$ cat config.mk
export PLATFORM = sky130hd
export DESIGN_NAME = wdog_unit
export DESIGN_NICKNAME = d
export VERILOG_FILES = /design/src/rtl/wdog_pkg.sv /design/src/rtl/wdog_datapath.sv /design/src/rtl/wdog_ctrl.sv /design/src/rtl/wdog_unit.sv
export SDC_FILE = /design/constraint.sdc
export NUM_CORES = 1
export LEC_CHECK = 0
export BUFFER_PORTS_ARGS = -buffer_cell sky130_fd_sc_hd__buf_2
export CORE_UTILIZATION = 49
export CTS_CLUSTER_SIZE = 10
export DETAILED_ROUTE_END_ITERATION = 6
export PLACE_DENSITY = 0.73
export SYNTH_ARGS = -nofsm -noshare
export SYNTH_HDL_FRONTEND = slang
export SYNTH_SLANG_ARGS = --single-unit
$ cat constraint.sdc
create_clock -name clk -period 1.5 [get_ports clk]
set_input_delay 0.075 -clock clk [delete_from_list [all_inputs] [get_ports clk]]
set_output_delay 0.075 -clock clk [all_outputs]
set_load 0.01 [all_outputs]
$ cat src/rtl/wdog_pkg.sv
package wdog_pkg;

  // Strobes from the control part to the counting datapath
  typedef struct packed {
    logic advance;     // count one tick
    logic clearCnt;    // zero the base counter
    logic clearPresc;  // zero the prescaler
  } wdogCtl_t;

endpackage

$ cat src/rtl/wdog_datapath.sv
module wdog_datapath
  import wdog_pkg::*;
#(
  parameter int BASE_TICKS = 18,
  parameter int RATIO_W    = 3
) (
  input  logic               clk,
  input  logic               rst_n,
  input  wdogCtl_t           ctl,
  input  logic               prescOn,
  input  logic [RATIO_W-1:0] ratioSel,
  output logic               expire
);

  localparam int PRESC_BITS = (1 << RATIO_W) - 1;
  localparam int CNT_W      = (BASE_TICKS > 1) ? $clog2(BASE_TICKS) : 1;
  localparam logic [CNT_W-1:0] CNT_LAST = CNT_W'(BASE_TICKS - 1);

  logic [PRESC_BITS-1:0] prescCnt;
  logic [PRESC_BITS-1:0] prescMask;
  logic [CNT_W-1:0]      mainCnt;
  logic                  prescWrap;
  logic                  step;

  // Thermometer mask: the low ratioSel bits must all be set for a carry
  for (genvar i = 0; i < PRESC_BITS; i++) begin : g_mask
    assign prescMask[i] = (32'(ratioSel) > i);
  end

  always_comb begin
    prescWrap = prescOn ? ((prescCnt & prescMask) == prescMask) : 1'b1;
    step      = ctl.advance & prescWrap;
    expire    = step & (mainCnt == CNT_LAST);
  end

  always_ff @(posedge clk or negedge rst_n) begin
    if (!rst_n) begin
      prescCnt <= '0;
    end else if (ctl.clearPresc) begin
      prescCnt <= '0;
    end else if (ctl.advance && prescOn) begin
      prescCnt <= prescWrap ? '0 : prescCnt + 1'b1;
    end
  end

  always_ff @(posedge clk or negedge rst_n) begin
    if (!rst_n) begin
      mainCnt <= '0;
    end else if (ctl.clearCnt) begin
      mainCnt <= '0;
    end else if (step) begin
      mainCnt <= expire ? '0 : mainCnt + 1'b1;
    end
  end

endmodule

$ cat src/rtl/wdog_ctrl.sv
module wdog_ctrl
  import wdog_pkg::*;
(
  input  logic     clk,
  input  logic     rst_n,
  input  logic     tick,
  input  logic     clrStrobe,
  input  logic     sleepEntry,
  input  logic     asleep,
  input  logic     prescOn,
  input  logic     wdtEnable,
  input  logic     expire,
  output wdogCtl_t ctl,
  output logic     devReset,
  output logic     wakeReset,
  output logic     timeoutFlag
);

  logic restart;

  always_comb begin
    restart        = clrStrobe | sleepEntry;
    ctl.advance    = tick & wdtEnable & ~restart;
    ctl.clearCnt   = restart;
    ctl.clearPresc = restart & prescOn;
  end

  always_ff @(posedge clk or negedge rst_n) begin
    if (!rst_n) begin
      devReset    <= 1'b0;
      wakeReset   <= 1'b0;
      timeoutFlag <= 1'b1;
    end else begin
      devReset  <= expire & ~asleep;
      wakeReset <= expire & asleep;
      if (restart)     timeoutFlag <= 1'b1;
      else if (expire) timeoutFlag <= 1'b0;
    end
  end

endmodule

$ cat src/rtl/wdog_unit.sv
module wdog_unit
  import wdog_pkg::*;
#(
  parameter int BASE_TICKS = 18,
  parameter int RATIO_W    = 3
) (
  input  logic               clk,
  input  logic               rst_n,
  input  logic               tick,
  input  logic               clrStrobe,
  input  logic               sleepEntry,
  input  logic               asleep,
  input  logic               prescOn,
  input  logic [RATIO_W-1:0] ratioSel,
  input  logic               wdtEnable,
  output logic               devReset,
  output logic               wakeReset,
  output logic               timeoutFlag
);

  wdogCtl_t ctl;
  logic     expire;

  wdog_ctrl ctrl_i (
    .clk        (clk),
    .rst_n      (rst_n),
    .tick       (tick),
    .clrStrobe  (clrStrobe),
    .sleepEntry (sleepEntry),
    .asleep     (asleep),
    .prescOn    (prescOn),
    .wdtEnable  (wdtEnable),
    .expire     (expire),
    .ctl        (ctl),
    .devReset   (devReset),
    .wakeReset  (wakeReset),
    .timeoutFlag(timeoutFlag)
  );

  wdog_datapath #(
    .BASE_TICKS(BASE_TICKS),
    .RATIO_W   (RATIO_W)
  ) dp_i (
    .clk     (clk),
    .rst_n   (rst_n),
    .ctl     (ctl),
    .prescOn (prescOn),
    .ratioSel(ratioSel),
    .expire  (expire)
  );

endmodule

==> impl_metrics.json <==
{
  "synthDominantCellAreaShare_pct": 37.9,
  "die_x_um": 45.4,
  "die_y_um": 45.4,
  "syn_nets": 115,
  "yosysMostFrequentCell": "dfrtp_1",
  "tns_ns": -1.79,
  "coreArea_um2": 1750,
  "synth_top_cell_by_area": "dfrtp_1",
  "worstReg2RegStart": "dp_i.prescCnt[6]$_DFFE_PN0P_",
  "diodes": 0,
  "cp-start-kind": "flip-flop",
  "crit_fanout": 5,
  "synth.area.mux_share_pct": 0,
  "p_leak_uw": 0.000594,
  "grt_start_max_net_pins": 16,
  "ys_types": 38,
  "dp_hpwl_mm": 1.74,
  "routed_wl_mm": 3.12,
  "seq_area_um2": 377,
  "syn_to_final_growth_pct": 50.1,
  "synthFlopType": "dfrtp_1",
  "synth_compound_area_share_pct": 27.4,
  "startpoint": "dp_i.prescCnt[6]$_DFFE_PN0P_",
  "grt_pass1_vias": 956,
  "worst_path_most_repeated_cell": "buf_4",
  "post-place-ws_ns": -0.190,
  "drtIter0Drc": 31,
  "fin_area_um2": 1390,
  "grtUsageTotal_pct": 28.4,
  "violations": "setup timing",
  "wl_per_cell_um": 18.4,
  "synth_edf_count": 0,
  "finalHoldViolCount": 0,
  "dp.cells": 160,
  "use_met2_pct": 44.3,
  "final-instance-count-excl-fill": 169,
  "synth.area.top_cells": "dfrtp_1 (38%), a21oi_1 (4.3%), ha_1 (4.1%)",
  "multiInputGateArea_um2": 631,
  "yosysWarnings": 0,
  "report.final.slew_viol_count": 0,
  "endpoint_kind": "flip-flop",
  "nets": 159,
  "synth_xor_area_share_pct": 0,
  "vias_per_cell": 6.30,
  "cp.arrival_ns": 1.92,
  "synth_top_family_by_area": "compound AO/OA/AOI/OAI gates",
  "tritoncts": "built",
  "ctsLongestPathBuffers": 2,
  "synth-simple-area-share_pct": 23.6,
  "cts_sinks": 15,
  "numCtsBuffers": 3,
  "clock_skew_ns": 0.00141,
  "clkLatencyLatePin_ns": 0.29,
  "ir_worst_vdd_mv": 0.522,
  "status": "finished, violations left",
  "start_util_pct": 52.9,
  "gr-usage-met1_pct": 36.1,
  "grt-busiest-layer": "met2",
  "use_met3_pct": 5.95,
  "setup_ws_ns": -0.195,
  "crit_path_top_delay_cell": "dfrtp_1",
  "grt_pass1_wl_mm": 4.15,
  "antenna_found_initial": 0,
  "drcViolationCount": 0,
  "hold_start": "prescOn",
  "timing.fmax_mhz": 590,
  "syn_inst": 101,
  "final_antenna_net_count": 0,
  "rows": 15,
  "root_buffer": "clkbuf_4",
  "dieArea_um2": 2060,
  "cpPeakStageDelay_ns": 0.40,
  "period_needed_ns": 1.70,
  "worstHoldPathType": "input port to flip-flop",
  "syn_avg_cell_area_um2": 9.14,
  "synthArstFlopShare_pct": 100,
  "ys_seq_area_share_pct": 40.8,
  "synthTopCellsByCount": "dfrtp_1 (14), a21oi_1 (8), nand2_1 (8)",
  "powerDensity_nw_per_um2": 577,
  "port_buffers": 13,
  "worst-endpoint-required_ns": 1.72,
  "grt-ovfl-total": 0,
  "htreeDepth": 1,
  "period_share_pct": 113,
  "cp_cell_sequence": "nor2b_2 > o21ai_2 > buf_4 > a221oi_2 > buf_4 > a41oi_1 > a31oi_1",
  "cap_violations": 0,
  "routabilityCongestion": 0.864,
  "criticalPathCategory": "flip-flop to flip-flop",
  "tightest_slew_ns": 0.397,
  "synthesis.area_um2": 923,
  "yosys.area_share.adder_pct": 4.07,
  "nFillCells": 119,
  "setup_viol": 13,
  "dr_total_vias": 1065,
  "rsz0062_at_grt": "yes",
  "relSlewSlack_pct": 73.5,
  "dpl_cell_area_um2": 1200,
  "final_layout_size_suffix_gt1_share_pct": 43.8,
  "clk_pin_slew_worst_paths_ns": 0.09,
  "ys_ff_latch": 15,
  "first_pass_iters": 4,
  "io_pins": 14
}
==> kinds of logic after synthesis <==
logic type | count (synthesis)
adder cells (fa/ha/maj) | 3
buffers and inverters | 10
AND/OR/NAND/NOR | 38
AO/OA/AOI/OAI | 35
flip-flops | 15
==> where the power goes <==
group | internal, µW | switching (µW)
Clock | 104 | 141
Sequential | 406 | 2.14
Combinational | 58.9 | 88.7
==> path summary, 6_finish.rpt <==
kind                       slack, ns                              to  cells past startpoint
max                            -0.20    dp_i.prescCnt[6]$_DFFE_PN0P_                      7
min                             0.09    dp_i.prescCnt[4]$_DFFE_PN0P_                      2
max reg2reg                    -0.20    dp_i.prescCnt[6]$_DFFE_PN0P_                      7
min reg2reg                     0.52  ctrl_i.timeoutFlag$_DFFE_PN1P_                      1
max in group asynchronous       0.99  ctrl_i.timeoutFlag$_DFFE_PN1P_                      2
min in group asynchronous       0.21     dp_i.mainCnt[4]$_DFFE_PN0P_                      2
==> what timing repair did <==
| item | 4_1_cts | 5_1_grt |
|---|---|---|
| resized for setup | 7 | 14 |
| buffers inserted | 1 | 2 |
| endpoints found under the setup margin | 14 | 15 |
| endpoints found under the hold margin | 16 | 0 |
| cloned | 0 | 1 |
| hold buffers | 2 | 0 |
| pin swaps | 6 | 7 |
==> routing by layer <==
layer  up-vias  part of all wire, %
li1        481                    -
met1       501                   40
met2        66                   47
met3        17                  8.4
met4         0                  4.8
met5         -                    0
==> sequential cells by signal, summed over array words and instances, names as in the netlist <==
register            count
dp_i.prescCnt           7
dp_i.mainCnt            5
ctrl_i.timeoutFlag      1
ctrl_i.wakeReset        1
ctrl_i.devReset         1
==> metrics by stage <==
step / total power [µW] / hold WS, ns / util (%)
after floorplan: 464 / -0.221 / -
after global placement: 522 / -0.00549 / 69.0
after detailed placement: 526 / -0.000738 / 69.0
after CTS: 780 / 0.0862 / 73.5
after global routing: 834 / 0.0879 / 79.4
final: 801 / 0.0871 / 79.4
==> cell usage in the layout (no fill, tap or decap), types with 2 or more instances in the layout <==
| cell | synthesis | final |
|---|---|---|
| buf_4 | 0 | 24 |
| dfrtp_1 | 14 | 14 |
| buf_2 | 1 | 13 |
| nand2_1 | 8 | 7 |
| inv_1 | 6 | 6 |
| nand3_1 | 6 | 6 |
| a21oi_1 | 8 | 5 |
| nor2_1 | 4 | 4 |
| o21ai_0 | 6 | 3 |
| or4_1 | 4 | 3 |
| nand4_1 | 3 | 3 |
| o21ai_1 | 2 | 3 |
| ha_1 | 3 | 3 |
| clkbuf_4 | 0 | 3 |
| buf_6 | 0 | 3 |
| nand2_4 | 0 | 2 |
| o21ai_2 | 1 | 2 |
| a221oi_4 | 0 | 2 |
| and2_1 | 2 | 2 |
| nor4_1 | 2 | 2 |
| a31oi_1 | 2 | 2 |
| a21oi_2 | 0 | 2 |
| o31ai_1 | 3 | 2 |
| o211ai_1 | 2 | 2 |
| dlygate4sd3_1 | 0 | 2 |
==> worst max-delay path: cells and delay by family (launching register included) <==
family	cells	cell delay [ns]
buf+inv	2	0.35
compound gates	4	0.72
simple gates	1	0.15
flops	1	0.40
==> area by class of cell <==
class                   count  share of cell area [%]
repair buffers             42                    21.6
multi-input cells          77                    45.5
flip-flops and latches     15                    27.2
clock buffers               4                    1.90
well taps                  25                    2.26
inverters                   6                    1.62
(Power assumes the default switching activity.)
